`src/rtl/adc_cal_pkg.sv`:
```
package adc_cal_pkg;
  typedef enum logic [1:0] {CAL_IDLE, CAL_PWRUP, CAL_STEP, CAL_PWRDN} cal_state_e;
  localparam logic [1:0] ADDR_CTRL = 2'd0;
  localparam logic [1:0] ADDR_MODE = 2'd1;
  localparam logic [1:0] ADDR_FACT = 2'd2;
endpackage

```
`src/rtl/adc_mode_regs.sv`:
```
module adc_mode_regs #(
  parameter int unsigned N_CH = 8,
  parameter logic [N_CH-1:0] SE_ONLY_MASK = 8'hC0
) (
  input  logic            clk_i,
  input  logic            rst_ni,
  input  logic            wr_i,
  input  logic [N_CH-1:0] wdata_i,
  output logic [N_CH-1:0] dsel_o,
  output logic [N_CH-1:0] paired_o
);
  localparam logic [N_CH-1:0] TOP_BIT = {1'b1, {(N_CH-1){1'b0}}};
  localparam logic [N_CH-1:0] WR_MASK = ~SE_ONLY_MASK & ~TOP_BIT;

  logic [N_CH-1:0] dsel_q;

  always_ff @(posedge clk_i or negedge rst_ni) begin
    if (!rst_ni)   dsel_q <= '0;
    else if (wr_i) dsel_q <= wdata_i & WR_MASK;
  end

  assign dsel_o   = dsel_q;
  // channel k is the negative input of channel k-1
  assign paired_o = {dsel_q[N_CH-2:0], 1'b0};
endmodule

```
`src/rtl/adc_cal_seq.sv`:
```
module adc_cal_seq
  import adc_cal_pkg::*;
#(
  parameter int unsigned FW = 7
) (
  input  logic          clk_i,
  input  logic          rst_ni,
  input  logic          start_i,
  input  logic          rdy_i,
  input  logic          cmp_i,
  output logic          busy_o,
  output logic          pwr_o,
  output logic          fin_o,
  output logic          done_o,
  output logic [FW-1:0] trim_o
);
  localparam int unsigned IW = (FW > 1) ? $clog2(FW) : 1;
  localparam logic [FW-1:0] ONE = {{(FW-1){1'b0}}, 1'b1};

  cal_state_e    state_q;
  logic [FW-1:0] trim_q;
  logic [IW-1:0] idx_q;
  logic          done_q;
  logic [FW-1:0] cur_bit;

  assign cur_bit = ONE << idx_q;

  always_ff @(posedge clk_i or negedge rst_ni) begin
    if (!rst_ni) begin
      state_q <= CAL_IDLE;
      trim_q  <= '0;
      idx_q   <= '0;
      done_q  <= 1'b0;
    end else begin
      done_q <= 1'b0;
      unique case (state_q)
        CAL_IDLE:  if (start_i) state_q <= CAL_PWRUP;
        CAL_PWRUP: if (rdy_i) begin
          state_q <= CAL_STEP;
          trim_q  <= ONE << (FW-1);
          idx_q   <= IW'(FW-1);
        end
        CAL_STEP: begin
          trim_q <= (cmp_i ? trim_q : (trim_q & ~cur_bit)) |
                    ((idx_q != '0) ? (cur_bit >> 1) : '0);
          if (idx_q == '0) state_q <= CAL_PWRDN;
          else             idx_q   <= idx_q - 1'b1;
        end
        CAL_PWRDN: if (!rdy_i) begin
          state_q <= CAL_IDLE;
          done_q  <= 1'b1;
        end
        default: state_q <= CAL_IDLE;
      endcase
    end
  end

  assign busy_o = (state_q != CAL_IDLE);
  assign pwr_o  = (state_q == CAL_PWRUP) || (state_q == CAL_STEP);
  assign fin_o  = (state_q == CAL_PWRDN) && !rdy_i;
  assign done_o = done_q;
  assign trim_o = trim_q;
endmodule

```
`src/rtl/adc_conv_path.sv`:
```
module adc_conv_path #(
  parameter int unsigned N_CH = 8,
  parameter int unsigned FW   = 7,
  parameter int unsigned RW   = 12,
  parameter int unsigned CW   = 3
) (
  input  logic            clk_i,
  input  logic            rst_ni,
  input  logic            start_i,
  input  logic [CW-1:0]   ch_i,
  input  logic            allow_i,
  input  logic [N_CH-1:0] paired_i,
  input  logic [N_CH-1:0] dsel_i,
  input  logic [FW-1:0]   fac_se_i,
  input  logic [FW-1:0]   fac_diff_i,
  input  logic            sar_done_i,
  input  logic [RW-1:0]   sar_data_i,
  output logic            sar_req_o,
  output logic [CW-1:0]   sar_ch_o,
  output logic            done_o,
  output logic [RW-1:0]   data_o,
  output logic            err_o
);
  logic          busy_q, diff_q, done_q, err_q;
  logic [CW-1:0] ch_q;
  logic [RW-1:0] data_q;
  logic          take, refuse;
  logic [FW-1:0] fac;
  logic [RW:0]   sub;

  assign take   = start_i && allow_i && !busy_q && !paired_i[ch_i];
  assign refuse = start_i && allow_i && !busy_q &&  paired_i[ch_i];
  assign fac    = diff_q ? fac_diff_i : fac_se_i;
  assign sub    = {1'b0, sar_data_i} - {{(RW+1-FW){1'b0}}, fac};

  always_ff @(posedge clk_i or negedge rst_ni) begin
    if (!rst_ni) begin
      busy_q <= 1'b0;
      diff_q <= 1'b0;
      ch_q   <= '0;
      done_q <= 1'b0;
      err_q  <= 1'b0;
      data_q <= '0;
    end else begin
      done_q <= 1'b0;
      err_q  <= refuse;
      if (take) begin
        busy_q <= 1'b1;
        ch_q   <= ch_i;
        diff_q <= dsel_i[ch_i];
      end else if (busy_q && sar_done_i) begin
        busy_q <= 1'b0;
        done_q <= 1'b1;
        data_q <= sub[RW] ? '0 : sub[RW-1:0];
      end
    end
  end

  assign sar_req_o = busy_q;
  assign sar_ch_o  = ch_q;
  assign done_o    = done_q;
  assign data_o    = data_q;
  assign err_o     = err_q;
endmodule

```
`src/rtl/adc_cal_ctrl.sv`:
```
module adc_cal_ctrl
  import adc_cal_pkg::*;
#(
  parameter int unsigned N_CH = 8,
  parameter logic [N_CH-1:0] SE_ONLY_MASK = 8'hC0,
  parameter int unsigned FW = 7,
  parameter int unsigned RW = 12,
  parameter int unsigned DW = 16,
  localparam int unsigned CW = $clog2(N_CH)
) (
  input  logic          clk_i,
  input  logic          rst_ni,
  input  logic          reg_we_i,
  input  logic [1:0]    reg_addr_i,
  input  logic [DW-1:0] reg_wdata_i,
  output logic [DW-1:0] reg_rdata_o,
  input  logic          conv_start_i,
  input  logic [CW-1:0] conv_ch_i,
  output logic          conv_done_o,
  output logic [RW-1:0] conv_data_o,
  output logic          conv_err_o,
  output logic          cal_busy_o,
  output logic          cal_done_o,
  output logic          pwr_req_o,
  input  logic          ana_rdy_i,
  output logic [FW-1:0] trim_o,
  input  logic          cmp_i,
  output logic          sar_req_o,
  output logic [CW-1:0] sar_ch_o,
  input  logic          sar_done_i,
  input  logic [RW-1:0] sar_data_i
);
  logic            en_q, cal_diff_q;
  logic [FW-1:0]   fac_se, fac_diff;
  logic [N_CH-1:0] dsel, paired;
  logic            ctrl_wr, mode_wr, cal_start, cal_pwr, cal_fin, cal_busy;
  logic [FW-1:0]   cal_trim;

  assign ctrl_wr   = reg_we_i && (reg_addr_i == ADDR_CTRL) && !cal_busy;
  assign mode_wr   = reg_we_i && (reg_addr_i == ADDR_MODE) && !en_q;
  assign cal_start = ctrl_wr && reg_wdata_i[1] && !reg_wdata_i[0] && !en_q;

  always_ff @(posedge clk_i or negedge rst_ni) begin
    if (!rst_ni) begin
      en_q       <= 1'b0;
      cal_diff_q <= 1'b0;
      fac_se     <= '0;
      fac_diff   <= '0;
    end else begin
      if (ctrl_wr) begin
        en_q       <= reg_wdata_i[0];
        cal_diff_q <= reg_wdata_i[2];
      end
      if (ctrl_wr && en_q && !reg_wdata_i[0]) begin
        fac_se   <= '0;
        fac_diff <= '0;
      end else if (cal_fin) begin
        if (cal_diff_q) fac_diff <= cal_trim;
        else            fac_se   <= cal_trim;
      end
    end
  end

  adc_mode_regs #(.N_CH(N_CH), .SE_ONLY_MASK(SE_ONLY_MASK)) i_mode (
    .clk_i    (clk_i),
    .rst_ni   (rst_ni),
    .wr_i     (mode_wr),
    .wdata_i  (reg_wdata_i[N_CH-1:0]),
    .dsel_o   (dsel),
    .paired_o (paired)
  );

  adc_cal_seq #(.FW(FW)) i_seq (
    .clk_i   (clk_i),
    .rst_ni  (rst_ni),
    .start_i (cal_start),
    .rdy_i   (ana_rdy_i),
    .cmp_i   (cmp_i),
    .busy_o  (cal_busy),
    .pwr_o   (cal_pwr),
    .fin_o   (cal_fin),
    .done_o  (cal_done_o),
    .trim_o  (cal_trim)
  );

  adc_conv_path #(.N_CH(N_CH), .FW(FW), .RW(RW), .CW(CW)) i_conv (
    .clk_i      (clk_i),
    .rst_ni     (rst_ni),
    .start_i    (conv_start_i),
    .ch_i       (conv_ch_i),
    .allow_i    (en_q && ana_rdy_i && !cal_busy),
    .paired_i   (paired),
    .dsel_i     (dsel),
    .fac_se_i   (fac_se),
    .fac_diff_i (fac_diff),
    .sar_done_i (sar_done_i),
    .sar_data_i (sar_data_i),
    .sar_req_o  (sar_req_o),
    .sar_ch_o   (sar_ch_o),
    .done_o     (conv_done_o),
    .data_o     (conv_data_o),
    .err_o      (conv_err_o)
  );

  assign cal_busy_o = cal_busy;
  assign pwr_req_o  = en_q | cal_pwr;
  assign trim_o     = cal_trim;

  always_comb begin
    reg_rdata_o = '0;
    unique case (reg_addr_i)
      ADDR_CTRL: reg_rdata_o[2:0]      = {cal_diff_q, cal_busy, en_q};
      ADDR_MODE: reg_rdata_o[N_CH-1:0] = dsel;
      ADDR_FACT: begin
        reg_rdata_o[FW-1:0]   = fac_se;
        reg_rdata_o[FW+7:8]   = fac_diff;
      end
      default: reg_rdata_o = '0;
    endcase
  end
endmodule

```
`config.mk`:
```
export PLATFORM = sky130hd
export DESIGN_NAME = adc_cal_ctrl
export DESIGN_NICKNAME = d
export VERILOG_FILES = /design/src/rtl/adc_cal_pkg.sv /design/src/rtl/adc_mode_regs.sv /design/src/rtl/adc_cal_seq.sv /design/src/rtl/adc_conv_path.sv /design/src/rtl/adc_cal_ctrl.sv
export SDC_FILE = /design/constraint.sdc
export NUM_CORES = 1
export LEC_CHECK = 0
export BUFFER_PORTS_ARGS = -buffer_cell sky130_fd_sc_hd__buf_2
export CORE_UTILIZATION = 45
export DETAILED_ROUTE_END_ITERATION = 7
export GPL_TIMING_DRIVEN = 0
export HOLD_SLACK_MARGIN = 0.02
export PLACE_DENSITY = 0.77
export SYNTH_ARGS = -nofsm -noshare
export SYNTH_HDL_FRONTEND = slang
export SYNTH_SLANG_ARGS = --single-unit
```
`constraint.sdc`:
```
create_clock -name clk_i -period 3.5 [get_ports clk_i]
set_clock_uncertainty 0.05 [all_clocks]
set_input_delay 0.7 -clock clk_i [delete_from_list [all_inputs] [get_ports clk_i]]
set_output_delay 0.7 -clock clk_i [all_outputs]
set_load 0.01 [all_outputs]
```
==> metrics.txt <==
vias about 2600; slowest cell on the critical path fa_1; # diodes 0; RSZ-0062 raised after global routing false; Tot GR Track Use 0.197; post-synthesis register bit count 54; grt ovf 0; vias per cell ~5.3; starting density of the core 0.468; internal power about 1.7 mW; Sw Ratio 0.412; CP Data Arrival Time between 2 and 3 ns; Mapped Cells roughly 320; Max FO, Critical Path 8; syn_area_per_cell 10.1 um^2; Post-Synth Adder-Cell Area 0.0962; Residual DRC 0; routed wire length per instance between 10 and 15 um; CP required roughly 3.7 ns; # rows 30; combinational power share 0.488; Slew @ Worst Pin between 1 and 1.5 ns; clock network fraction of total power 0.124; placed insts 483; CTS buffer count 5; most used flip-flop cell after synthesis dfrtp_1; Final Routed Wirelength roughly 7000 um; PostCTS Resize Cnt 0; Area Growth Syn to Fin 17.4%; Max Freq between 0.3 and 0.4 GHz; crit-path cells clkbuf_1 > mux2_2 > ha_1 > inv_1 > fa_1 > a211oi_2 > o21ai_2 > a21boi_4 > nand2b_4 > o21ai_2; root buf cell clkbuf_8; Setup CP Type reg2reg; Fill cells 630; Yosys cell types 55; Critical Path Source Type flop; largest family of logic cells by synthesized area simple AND/OR/NAND/NOR gates; mux cell area share after synthesis 0.110; Pleak roughly 1.8 nW; Detail Placement HPWL between 5000 and 6000 um; first-pass GRT wire length roughly 12000 um; CTS tree done; slew margin rel. 0.209; vias in the first global route about 2500; Post-DRT Antenna Nets 0; die height between 80 and 90 um; compound-gate portion of the synthesized area 0.142; clock-pin transition on the worst setup and hold timing paths roughly 0.10 ns; clk buf depth 2; hold_buf cts 0; Worst VDD drop 0.000383 V; Starting DRT DRC Count roughly 120; status complete, no violations; max-slew violations 0; worst hold path class reg2reg; Syn. warnings 0; clock sinks 54; post-synthesis sequential area ratio 0.423; most frequent CP cell o21ai_2; initial antenna violation count 0; endpoints failing hold 0; htree depth 2; Final Critical Period between 2 and 3 ns; final net count around 460; largest net degree at the start of global routing 55; Final setup viols 0; simple-gate portion of the synthesized area 0.165; number of buffers added on ports 70; # IOs between 80 and 90; total power 2.83 mW; Core Box Area just under 0.007 mm^2; Max Cap Viol 0; Worst Setup End Kind flop; setup TNS 0 ns; Psw roughly 1.2 mW; Post-Synth XOR/XNOR Area 0.0246; Setup Buffers After CTS 0; PD cells ~750 mW/mm^2; Syn Std Cell Area about 0.0032 mm^2; die area 0.00745 mm^2; gp weighted congestion about 0.8; Clock Latency Late Sink slightly above 0.3 ns; fin crit share 0.809; Post-synth EDFFs 0; power share of the sequential group 0.388; Largest stage delay, worst path between 0.4 and 0.5 ns; Post-Layout Cell Count roughly 500; total iterations of the first detailed-routing run 5; Synth async-reset ratio 1.00; layout cells sized above 1 0.282; DIE WIDTH 86.3 um
[flip-flops by register name, summed over array words and instances, names as in the netlist, 2 cells and up]
name,cells
i_conv.data_o,12
fac_diff,7
fac_se,7
i_seq.trim_o,7
i_mode.dsel_o,6
i_conv.sar_ch_o,3
i_seq.idx_q,3
i_seq.state_q,2
[cell families (layout without fill, tap and decap cells)]
logic type,Yosys count,count (layout)
AND/OR/NAND/NOR,104,104
AO/OA/AOI/OAI,63,63
flip-flops,54,54
multiplexers,31,31
buffers and inverters,30,106
adder cells (fa/ha/maj),24,24
XOR/XNOR,9,9
other,1,2
[cells in the mapped netlist (5+ instances only)]
cell type,instances,area share
a21oi_1,15,0.023
and2_1,11,0.022
clkbuf_1,7,0.0082
o21ai_2,6,0.016
o21ai_0,10,0.016
nand3_1,10,0.016
nor2b_1,5,0.0098
ha_1,23,0.090
o31ai_1,5,0.012
inv_1,18,0.021
mux2_2,12,0.042
mux2i_1,17,0.053
nor2_1,16,0.019
nand2_1,38,0.045
dfrtp_1,54,0.42
nor3_1,5,0.0078
xnor2_1,7,0.019
[power by group through the flow]
stage          registers [mW]  logic (mW)  clock network (mW)
6_report                 1.10        1.38               0.351
5_1_grt                  1.14        1.56               0.385
4_1_cts                  1.10        1.39               0.360
3_5_place_dp             1.12        1.38                   0
3_3_place_gp             1.10        1.33                   0
2_1_floorplan            1.11       0.951                   0
[final timing paths]
| path | startpoint | endpoint | slack, ns | cells after the start |
|---|---|---|---|---|
| setup / recovery | i_conv.diff_q | i_conv.data_o[11] | 0.67 | 10 |
| hold / removal | i_conv.data_o[1] | i_conv.data_o[1] | 0.43 | 2 |
| setup reg to reg | i_conv.diff_q | i_conv.data_o[11] | 0.67 | 10 |
| hold reg to reg | i_conv.data_o[1] | i_conv.data_o[1] | 0.43 | 2 |
| max in group asynchronous | rst_ni | fac_se[1] | 2.09 | 1 |
| min in group asynchronous | rst_ni | i_conv.err_o | 0.58 | 1 |
[stage by stage]
stage	utilization	cell area [um^2]	setup slack, ns	hold slack, ns
2_1_floorplan	-	3200	0.956	0.354
3_3_place_gp	0.538	3670	0.721	0.407
3_5_place_dp	0.538	3670	0.675	0.418
4_1_cts	0.550	3750	0.647	0.440
5_1_grt	0.550	3750	0.541	0.460
6_report	0.550	3750	0.667	0.432
[critical path, delay by kind of cell (launching register included)]
family,cells,cell delay [ns]
flops,1,0.33
buf+inv,2,0.45
mux,1,0.26
compound gates,4,0.82
simple gates,1,0.23
fa+ha+maj,2,0.59
[cell usage in the layout, fill, tap and decap left out, drive strengths merged, types with 2 or more instances in the layout]
| cell | n |
|---|---|
| a211oi | 3 |
| a21boi | 2 |
| a21o | 2 |
| a21oi | 15 |
| a222oi | 3 |
| a22oi | 3 |
| and2 | 11 |
| buf | 75 |
| clkbuf | 13 |
| conb | 2 |
| dfrtp | 54 |
| ha | 23 |
| inv | 18 |
| mux2 | 12 |
| mux2i | 17 |
| mux4 | 2 |
| nand2 | 39 |
| nand2b | 5 |
| nand3 | 10 |
| nand3b | 2 |
| nor2 | 16 |
| nor2b | 5 |
| nor3 | 6 |
| nor3b | 2 |
| o211ai | 2 |
| o21ai | 16 |
| o31ai | 5 |
| o41ai | 3 |
| or2 | 2 |
| or4 | 2 |
| xnor2 | 7 |
| xor2 | 2 |
[routing by layer]
layer	track usage	share of wire	up-vias
met2	0.345	0.51	58
li1	-	-	1259
met3	0.0295	0.035	7
met5	0	0	-
met4	0.0576	0.010	0
met1	0.253	0.45	1253
[final cells by class]
class / instances / area [um^2] / share of cell area
plain buffers: 12 / 56.3 / 0.0150
clock buffers: 6 / 82.6 / 0.0220
inverters: 18 / 67.6 / 0.0180
multi-input cells: 233 / 1730 / 0.460
flip-flops and latches: 54 / 1350 / 0.360
well taps: 96 / 120 / 0.0320
repair buffers: 70 / 350 / 0.0933
Note: power is estimated with default switching activity, not from simulation.
